<file path="config.mk">
export PLATFORM = sky130hd
export DESIGN_NAME = kbd_matrix_port
export DESIGN_NICKNAME = d
export VERILOG_FILES = /design/src/rtl/kbd_pkg.sv /design/src/rtl/kbd_sel_decode.sv /design/src/rtl/kbd_col_gather.sv /design/src/rtl/kbd_scratch.sv /design/src/rtl/kbd_matrix_port.sv
export SDC_FILE = /design/constraint.sdc
export NUM_CORES = 1
export LEC_CHECK = 0
export ABC_CLOCK_PERIOD_IN_PS = 2300
export BUFFER_PORTS_ARGS = -buffer_cell sky130_fd_sc_hd__buf_4
export CAP_MARGIN = 20
export CORE_UTILIZATION = 58
export DETAILED_ROUTE_END_ITERATION = 12
export HOLD_SLACK_MARGIN = 0.1
export PLACE_DENSITY = 0.8
export SYNTH_ARGS = -nofsm -noshare
export SYNTH_HDL_FRONTEND = slang
export SYNTH_HIERARCHICAL = 1
export SYNTH_SLANG_ARGS = --single-unit
</file>
<file path="constraint.sdc">
create_clock -name clk -period 2.3 [get_ports clk]
set_clock_uncertainty 0.2 [all_clocks]
set_input_delay 0.23 -clock clk [delete_from_list [all_inputs] [get_ports clk]]
set_output_delay 0.23 -clock clk [all_outputs]
set_load 0.01 [all_outputs]
</file>
<file path="src/rtl/kbd_pkg.sv">
package kbd_pkg;
    localparam int KBD_COLS   = 8;
    localparam int KBD_ROWS   = 8;
    localparam int KBD_DW     = 8;
    localparam int KBD_SLOTS  = 16;
    localparam int KBD_OFF_W  = $clog2(KBD_SLOTS);
    localparam logic [KBD_OFF_W-1:0] OFF_SEL  = 4'h0;
    localparam logic [KBD_OFF_W-1:0] OFF_KEYS = 4'h1;

    typedef enum logic [1:0] {
        ST_NONE = 2'd0,
        ST_COL  = 2'd1,
        ST_BAD  = 2'd2
    } sel_state_e;
endpackage

</file>
<file path="src/rtl/kbd_sel_decode.sv">
module kbd_sel_decode #(
    parameter int W = 8,
    localparam int IW = (W > 1) ? $clog2(W) : 1
) (
    input  logic [W-1:0]  sel,
    output logic          is_none,
    output logic          is_one,
    output logic [IW-1:0] idx
);
    localparam int CW = $clog2(W + 1);

    logic [CW-1:0] zeros;

    always_comb begin
        zeros = '0;
        idx   = '0;
        for (int i = 0; i < W; i++) begin
            if (!sel[i]) begin
                zeros = zeros + CW'(1);
                idx   = IW'(i);
            end
        end
        is_none = (zeros == '0);
        is_one  = (zeros == CW'(1));
    end
endmodule

</file>
<file path="src/rtl/kbd_col_gather.sv">
module kbd_col_gather #(
    parameter int COLS = 8,
    parameter int ROWS = 8,
    localparam int IW = (COLS > 1) ? $clog2(COLS) : 1
) (
    input  logic [COLS*ROWS-1:0] keys,
    input  logic [IW-1:0]        col,
    output logic [ROWS-1:0]      col_n
);
    logic [ROWS-1:0] cols_n [COLS];

    for (genvar c = 0; c < COLS; c++) begin : g_col
        assign cols_n[c] = ~keys[c*ROWS +: ROWS];
    end

    always_comb begin
        col_n = '1;
        for (int c = 0; c < COLS; c++) begin
            if (col == IW'(c)) col_n = cols_n[c];
        end
    end
endmodule

</file>
<file path="src/rtl/kbd_scratch.sv">
module kbd_scratch #(
    parameter int SLOTS = 16,
    parameter int DW    = 8,
    parameter int FIRST = 2,
    localparam int OW = $clog2(SLOTS)
) (
    input  logic          clk,
    input  logic          rst_n,
    input  logic          wr,
    input  logic [OW-1:0] off,
    input  logic [DW-1:0] wdata,
    output logic [DW-1:0] rdata
);
    logic [DW-1:0] slot_q [SLOTS];

    for (genvar s = 0; s < SLOTS; s++) begin : g_slot
        if (s >= FIRST) begin : g_store
            always_ff @(posedge clk or negedge rst_n) begin
                if (!rst_n)                       slot_q[s] <= '0;
                else if (wr && off == OW'(s))     slot_q[s] <= wdata;
            end
        end else begin : g_hole
            assign slot_q[s] = '0;
        end
    end

    assign rdata = slot_q[off];
endmodule

</file>
<file path="src/rtl/kbd_matrix_port.sv">
module kbd_matrix_port
    import kbd_pkg::*;
#(
    parameter int BUS_AW = 16,
    parameter int COLS   = KBD_COLS,
    parameter int ROWS   = KBD_ROWS,
    localparam int IW    = (COLS > 1) ? $clog2(COLS) : 1
) (
    input  logic                 clk,
    input  logic                 rst_n,
    input  logic [BUS_AW-1:0]    bus_addr,
    input  logic [ROWS-1:0]      bus_wdata,
    input  logic                 bus_wr,
    input  logic                 bus_rd,
    output logic [ROWS-1:0]      bus_rdata,
    input  logic [COLS*ROWS-1:0] key_down
);
    logic [KBD_OFF_W-1:0] off;
    logic [COLS-1:0]      sel_q;
    logic [IW-1:0]        col_q;
    sel_state_e           state_q, state_d;
    logic                 dec_none, dec_one;
    logic [IW-1:0]        dec_idx;
    logic [ROWS-1:0]      col_n;
    logic [ROWS-1:0]      scratch_rd;
    logic [ROWS-1:0]      rd_mux;
    logic                 sel_wr;

    assign off    = bus_addr[KBD_OFF_W-1:0];
    assign sel_wr = bus_wr && (off == OFF_SEL);

    kbd_sel_decode #(.W(COLS)) u_dec (
        .sel     (bus_wdata[COLS-1:0]),
        .is_none (dec_none),
        .is_one  (dec_one),
        .idx     (dec_idx)
    );

    kbd_col_gather #(.COLS(COLS), .ROWS(ROWS)) u_gather (
        .keys  (key_down),
        .col   (col_q),
        .col_n (col_n)
    );

    kbd_scratch #(.SLOTS(KBD_SLOTS), .DW(ROWS), .FIRST(2)) u_scratch (
        .clk   (clk),
        .rst_n (rst_n),
        .wr    (bus_wr),
        .off   (off),
        .wdata (bus_wdata),
        .rdata (scratch_rd)
    );

    // next state: T_TO_NONE / T_TO_COL / T_TO_BAD on select write
    always_comb begin
        state_d = state_q;
        if (sel_wr) begin
            if (dec_none)     state_d = ST_NONE;
            else if (dec_one) state_d = ST_COL;
            else              state_d = ST_BAD;
        end
    end

    // state register with captured select byte and column
    always_ff @(posedge clk or negedge rst_n) begin
        if (!rst_n) begin
            state_q <= ST_NONE;
            sel_q   <= '1;
            col_q   <= '0;
        end else begin
            state_q <= state_d;
            if (sel_wr) begin
                sel_q <= bus_wdata[COLS-1:0];
                col_q <= dec_idx;
            end
        end
    end

    // output selection by state
    always_comb begin
        rd_mux = scratch_rd;
        if (off == OFF_SEL) begin
            rd_mux = ROWS'(sel_q);
        end else if (off == OFF_KEYS) begin
            unique case (state_q)
                ST_COL:  rd_mux = col_n;
                ST_NONE: rd_mux = '1;
                ST_BAD:  rd_mux = '1;
                default: rd_mux = '1;
            endcase
        end
    end

    always_ff @(posedge clk or negedge rst_n) begin
        if (!rst_n)      bus_rdata <= '0;
        else if (bus_rd) bus_rdata <= rd_mux;
    end

    AST_NONE_IS_FF: assert property (@(posedge clk) disable iff (!rst_n)
        state_q == ST_NONE |-> sel_q == '1);
    AST_COL_ONE_ZERO: assert property (@(posedge clk) disable iff (!rst_n)
        state_q == ST_COL |-> $countones(sel_q) == COLS - 1);
    AST_COL_POINTS_AT_ZERO: assert property (@(posedge clk) disable iff (!rst_n)
        state_q == ST_COL |-> sel_q[col_q] == 1'b0);
    AST_BAD_MULTI_ZERO: assert property (@(posedge clk) disable iff (!rst_n)
        state_q == ST_BAD |-> $countones(sel_q) < COLS - 1);
    AST_INVALID_READS_FF: assert property (@(posedge clk) disable iff (!rst_n)
        (bus_rd && off == OFF_KEYS && state_q != ST_COL) |=> bus_rdata == '1);
    AST_RDATA_HOLD: assert property (@(posedge clk) disable iff (!rst_n)
        !bus_rd |=> $stable(bus_rdata));
    AST_SEL_STORE: assert property (@(posedge clk) disable iff (!rst_n)
        sel_wr |=> sel_q == $past(bus_wdata[COLS-1:0]));
    AST_NO_RD_WR_OVERLAP: assert property (@(posedge clk) disable iff (!rst_n)
        !(bus_rd && bus_wr));
endmodule

</file>
; ---- Yosys cells after proc, flatten, opt, wreduce, memory -nomap -nowiden
; Cells that the tools add are included.
; W data, S select, Z words.
[totals]
register_bits = 133
inputBits = 92
out_inout_bits = 8
[op_classes]
n_addsub = 7
magnitude_cmp = 1
eq_ne = 24
n_mux = 31
bitwise_logic = 9
n_reduce_logical = 18
[op_table]
columns = operator, count
row1 = $mux W8, 13
row2 = $not A8 Y8, 8
row3 = $bmux W8 S4, 1
row4 = $eq A4 B4 Y1 const B, 8
row5 = $mux W4, 7
row6 = $add A4 B1 Y4 const B, 6
row7 = $eq A4 B3 Y1 const B, 4
row8 = $logic_and A1 B1 Y1, 15
row9 = $eq A3 B3 Y1 const B, 4
row10 = $mux W3, 4
row11 = $eq A4 B1 Y1 const B, 2
row12 = $eq A4 B2 Y1 const B, 2
row13 = $logic_not A4 Y1, 2
row14 = $mux W2, 4
row15 = $eq A3 B2 Y1 const B, 2
row16 = $ge A5 B5 Y1 const B, 1
row17 = $not A4 Y5, 1
row18 = $eq A3 B1 Y1 const B, 1
row19 = $logic_not A3 Y1, 1
row20 = $add A1 B1 Y2 const B, 1
row21 = $eq A2 B1 Y1 const B, 1
row22 = $mux W1, 2

; ---- Longest topological paths before layout
[depth]
ltp_word = 18
ltp_mapped = 23
mapped_depth_nobuf = 23

; ---- By module
; Netlist, hierarchy kept.
[by_module_without_submodules]
columns = module, n_inst, cells_per_inst, area_per_inst_um2, seq_area_each_um2
row1 = kbd_scratch, 1, 343, 5170.0, 2802.7
row2 = kbd_matrix_port, 1, 86, 1052.3, 535.5
row3 = kbd_sel_decode, 1, 90, 644.4, 0.0
row4 = kbd_col_gather, 1, 62, 610.6, 0.0

; ---- Least setup slack after synthesis
; OpenSTA, ideal clock, no wires.
[synth_timing]
path_kind = in2reg
start = in bus_wdata[0]
end = reg state_q[0]
arrival_ns = 4.246
path_slack_ns = -2.271
path_stages = 22
n_path_buf = 1
path_cell_list = inv_1 > ha_1 > buf_4 > xnor2_1 > ha_1 > nor2b_1 > a21oi_1 > inv_1 > ha_1 > nor2_1 > a21oi_1 > ha_1 > nor2b_1 > a21o_1 > ha_1 > nor2b_1 > nand2b_1 > ha_1 > o32a_1 > nor3_1 > nor2b_1 > mux2_4
[synth_between]
elab_cells_between_ends = 19
classes_between = add/sub: 7 / eq/ne: 1 / mux: 10 / reduce/logical: 1
[synth_rtl]
columns = element, line_no
row1 = from (decl), kbd_matrix_port.sv:12  ; input logic [ROWS-1:0] bus_wdata,
row2 = $mux W1 (*), kbd_sel_decode.sv:18  ; if (!sel[i]) begin
row3 = $add A1 B1 Y2, kbd_sel_decode.sv:19  ; zeros = zeros + CW'(1);
row4 = $mux W4 (*), kbd_sel_decode.sv:18
row5 = $add A4 B1 Y4, kbd_sel_decode.sv:19
row6 = $mux W4 (*), kbd_sel_decode.sv:18
row7 = $add A4 B1 Y4, kbd_sel_decode.sv:19
row8 = $mux W4 (*), kbd_sel_decode.sv:18
row9 = $add A4 B1 Y4, kbd_sel_decode.sv:19
row10 = [... 2 more ...], -
row11 = $mux W4 (*), kbd_sel_decode.sv:18
row12 = $add A4 B1 Y4, kbd_sel_decode.sv:19
row13 = $mux W4 (*), kbd_sel_decode.sv:18
row14 = $add A4 B1 Y4, kbd_sel_decode.sv:19
row15 = $mux W4 (*), kbd_sel_decode.sv:18
row16 = $logic_not A4 Y1 (*), kbd_sel_decode.sv:23  ; is_none = (zeros == '0);
row17 = named net dec_none, kbd_matrix_port.sv:22  ; logic dec_none, dec_one;
row18 = $mux W2 (*), kbd_matrix_port.sv:58  ; if (dec_none) state_d = ST_NONE;
row19 = to (signal assigned), kbd_matrix_port.sv:71  ; state_q <= state_d;
row20 = to (decl), kbd_matrix_port.sv:21  ; sel_state_e state_q, state_d;
; Mark *: on every way through the listed nets, which the timed path passes. The rest lies on a longest branch.
; A chain may end at the register's enable or synchronous reset.

; ---- Worst setup path after layout
[layout_timing]
start = in bus_wdata[1]
end = reg state_q[1]
[layout_between]
elab_chain_cells = 16
elab_cells_between_ends = 17
classes_between = add/sub: 6 / eq/ne: 1 / mux: 9 / reduce/logical: 1
[layout_lines]
columns = element, line_no
row1 = $mux W4 (*), kbd_sel_decode.sv:18
row2 = $add A4 B1 Y4, kbd_sel_decode.sv:19
row3 = $mux W4 (*), kbd_sel_decode.sv:18
row4 = $add A4 B1 Y4, kbd_sel_decode.sv:19
row5 = $mux W4 (*), kbd_sel_decode.sv:18
row6 = $add A4 B1 Y4, kbd_sel_decode.sv:19
row7 = $mux W4 (*), kbd_sel_decode.sv:18
row8 = $add A4 B1 Y4, kbd_sel_decode.sv:19
row9 = $mux W4 (*), kbd_sel_decode.sv:18
row10 = $add A4 B1 Y4, kbd_sel_decode.sv:19
row11 = $mux W4 (*), kbd_sel_decode.sv:18
row12 = $add A4 B1 Y4, kbd_sel_decode.sv:19
row13 = $mux W4 (*), kbd_sel_decode.sv:18
row14 = $eq A4 B1 Y1 (*), kbd_sel_decode.sv:24  ; is_one = (zeros == CW'(1));
row15 = named net dec_one, kbd_matrix_port.sv:22
row16 = $mux W2 (*), kbd_matrix_port.sv:59  ; else if (dec_one) state_d = ST_COL;
row17 = $mux W2 (*), kbd_matrix_port.sv:58
; Marked as above.

==> results.cfg <==
[run_status]
outcome = complete, but fails checks
violations = negative setup slack

[route]
first_pass_iters = 5
wl_per_cell_um = 21.6
drt_iter0_markers = 354
drc = 0
antenna_left = 0
via_count = 5483
via_per_inst = 6.11
finalWirelength_um = 19400

[timing]
slew_headroom = 0.395
final-hold-violation-count = 0
period_minus_slack_ns = 3.94
setup_viol = 2
rsz0062_at_grt = yes
fin_crit_sh = 1.71
clock.fmax_mhz = 254
worstMarginPinSlew_ns = 0.905
slew_violations = 0
worst_slack_ns = -1.64
tns_ns = -3.26

[clock_network]
cts_made_buffers = 17
tritoncts = yes
cts.sinks = 133
clk_latency_ns = 0.42
path_clk_slew_ns = 0.06
htreeDepth = 4
clock_path_buffers = 2
cts-root-buf = clkbuf_16

[min_path]
min_path_type = input pin to register

[die]
fp.coreArea_mm2 = 0.0126
fp.dieH_um = 116
die_w_um = 116
rows = 41
initial_core_util = 0.593
dieArea_mm2 = 0.0133
ioPinCount = 100

[global_routing]
antenna_found_initial = 0
grt_use_total = 0.308
grt_pass1_wl_um = 30500
grt_max_degree = 69
grt_overflow = 0
grt_pass1_vias = 5792

[logic_synthesis]
synth_edf_count = 0
netlist_area_mm2 = 0.00748
synth_nets = 680
ys_warn_count = 6
ys_ff_latch = 133
ys_seq_area_frac = 0.446
synth.distinct_cells = 60
synth.avg_cell_area_um2 = 12.9
ys.flop_type = dfrtp_1
async_reset_ff_frac = 1.00
syn_inst = 581

[setup_path]
path_cells = buf_12, inv_12, ha_4, xnor2_2, ha_1, nor2b_4, a21oi_2, inv_2, ha_4, nor2_4, a21oi_2, ha_1, nor2b_4, a21o_1, ha_1, nor2b_4, nand2b_4, ha_4, xnor2_1, o32a_1, nor3b_2, nor2_1, mux2_4
reg2reg_slack_ns = 0.16
path_delay_family = adder cells
cp.arrival_ns = 4.04
cpPeakStageDelay_ns = 0.33
rr_endpoint = bus_rdata[6]
setup.worst_path.class = input pin to register
cp-end-kind = register
slowest_stage = o32a_1
endpoint = state_q[1]
worst_ep_required_time_ns = 2.40
critPathMaxFanout = 3
rr_worst_depth = 5
startpoint = bus_wdata[1]
cp_num_cells = 23
timing.rr.start = col_q[0]
path_buf_inv = 3
startpoint_type = input pin

[placement]
post_dp_cell_area_mm2 = 0.00871
io_buffers = 87
gp_congestion = 0.848
dp_hpwl_um = 13300

[layout]
nNetsFinal = 815
layout_commonest_cell = buf_4
regArea_mm2 = 0.00334
fillers = 805
design_area_mm2 = 0.00941
fin_util = 0.746
syn_to_final_growth_pct = 25.9
multi_input_area_mm2 = 0.00398
drive_above_1_share = 0.543
mostFrequentLayoutCells = buf_4 (146), mux2_2 (141), dfrtp_1 (124), o21ai_0 (21), mux4_2 (21)
antenna_cells = 0

[flow_run]
cap_violations = 0

[pwr]
peakVddDrop_mv = 0.456
power_density_mw_per_mm2 = 858
leakage_nw = 4.14
worst min-delay path by stage:
stage	startpoint	endpoint	slack [ns]	cells after the start
final	bus_wdata[0]	u_scratch/slot_q[64]	0.11	3
after global routing	bus_wdata[3]	u_scratch/slot_q[11]	0.11	3
after CTS	bus_wdata[0]	u_scratch/slot_q[16]	0.10	3
after detailed placement	rst_n	u_scratch/slot_q[58]	-0.07	1
after global placement	rst_n	u_scratch/slot_q[104]	-0.07	1
after floorplan	rst_n	bus_rdata[0]	-0.27	0
kinds of logic (layout without fill, tap and decap cells):
kind of cell,Yosys count,after routing,share of synthesized area
multiplexers,186,186,0.325
AND/OR/NAND/NOR,108,108,0.0868
AO/OA/AOI/OAI,80,80,0.0730
XOR/XNOR,15,15,0.0207
adder cells (fa/ha/maj),7,7,0.0117
flip-flops,133,133,0.446
buffers and inverters,52,197,0.0360
per-layer routing:
layer / share of wire / vias to the layer above / GRT usage
met5: 0 / - / 0
met4: 0.028 / 0 / 0.138
met3: 0.057 / 43 / 0.0528
met2: 0.50 / 193 / 0.521
met1: 0.41 / 2801 / 0.389
li1: - / 2446 / -
flip-flops by register name (all words and copies together) (netlist names):
| signal | cells |
|---|---|
| state_q | 2 |
| sel_q | 8 |
| col_q | 3 |
| u_scratch/slot_q | 112 |
| bus_rdata | 8 |
tightest hold or removal path, cell delays in order:
cell and delay, ns:
buf_6 0.09, buf_4 0.20, mux2_2 0.17
synthesized netlist by cell type, types with 4 or more instances:
| cell type | n | area share |
|---|---|---|
| a21o_1 | 4 | 0.0040 |
| nor3_1 | 11 | 0.0074 |
| buf_2 | 14 | 0.0094 |
| buf_4 | 4 | 0.0040 |
| dfrtp_1 | 125 | 0.42 |
| nand3b_1 | 4 | 0.0040 |
| dfstp_2 | 8 | 0.028 |
| mux4_1 | 5 | 0.018 |
| nand2_1 | 13 | 0.0065 |
| a22oi_1 | 11 | 0.011 |
| o22ai_1 | 9 | 0.0075 |
| buf_6 | 4 | 0.0060 |
| o21ai_0 | 21 | 0.014 |
| nor2_1 | 18 | 0.0090 |
| nand3_1 | 13 | 0.0087 |
| mux2_2 | 141 | 0.21 |
| nor2_2 | 5 | 0.0042 |
| ha_1 | 7 | 0.012 |
| xor2_1 | 5 | 0.0059 |
| xnor2_1 | 8 | 0.0094 |
| mux4_2 | 21 | 0.063 |
| nand2b_1 | 19 | 0.016 |
| or3_1 | 4 | 0.0033 |
| inv_1 | 9 | 0.0045 |
| o311ai_0 | 9 | 0.011 |
| a21oi_1 | 8 | 0.0054 |
| nor2b_1 | 7 | 0.0059 |
| clkbuf_1 | 17 | 0.0085 |
| mux2_4 | 10 | 0.020 |
| mux2i_1 | 9 | 0.012 |
layout make-up:
| class | instances | share of cell area |
|---|---|---|
| timing repair buffer | 159 | 0.137 |
| multi-input combinational | 396 | 0.422 |
| sequential | 133 | 0.355 |
| tap | 172 | 0.0229 |
| clock inverter | 9 | 0.0116 |
| clock buffer | 20 | 0.0464 |
| inverter | 9 | 0.00518 |
power by group:
group / total [mW] / switching, mW / internal [mW]
registers: 3.24 / 0.327 / 2.91
logic: 2.31 / 0.962 / 1.35
clock network: 2.52 / 0.953 / 1.57
through the flow:
step | hold WS [ns] | instances | power [mW] | setup slack (ns)
detailed placement | -0.0659 | 854 | 5.48 | -2.19
CTS | 0.103 | 895 | 8.07 | -1.65
global placement | -0.0671 | 854 | 5.33 | -2.08
global route | 0.113 | 898 | 8.44 | -1.80
floorplan | -0.266 | 581 | 4.74 | -1.95
finish | 0.106 | 898 | 8.08 | -1.64
timing repair:
action                     in CTS  in global routing
setup buffers                   6                  3
pin swaps                       4                  1
resized for setup               5                  4
hold buffers                    6                  0
setup endpoints to repair       2                  5
hold endpoints to repair      138                  0
Note: power is estimated with default switching activity, not from simulation.
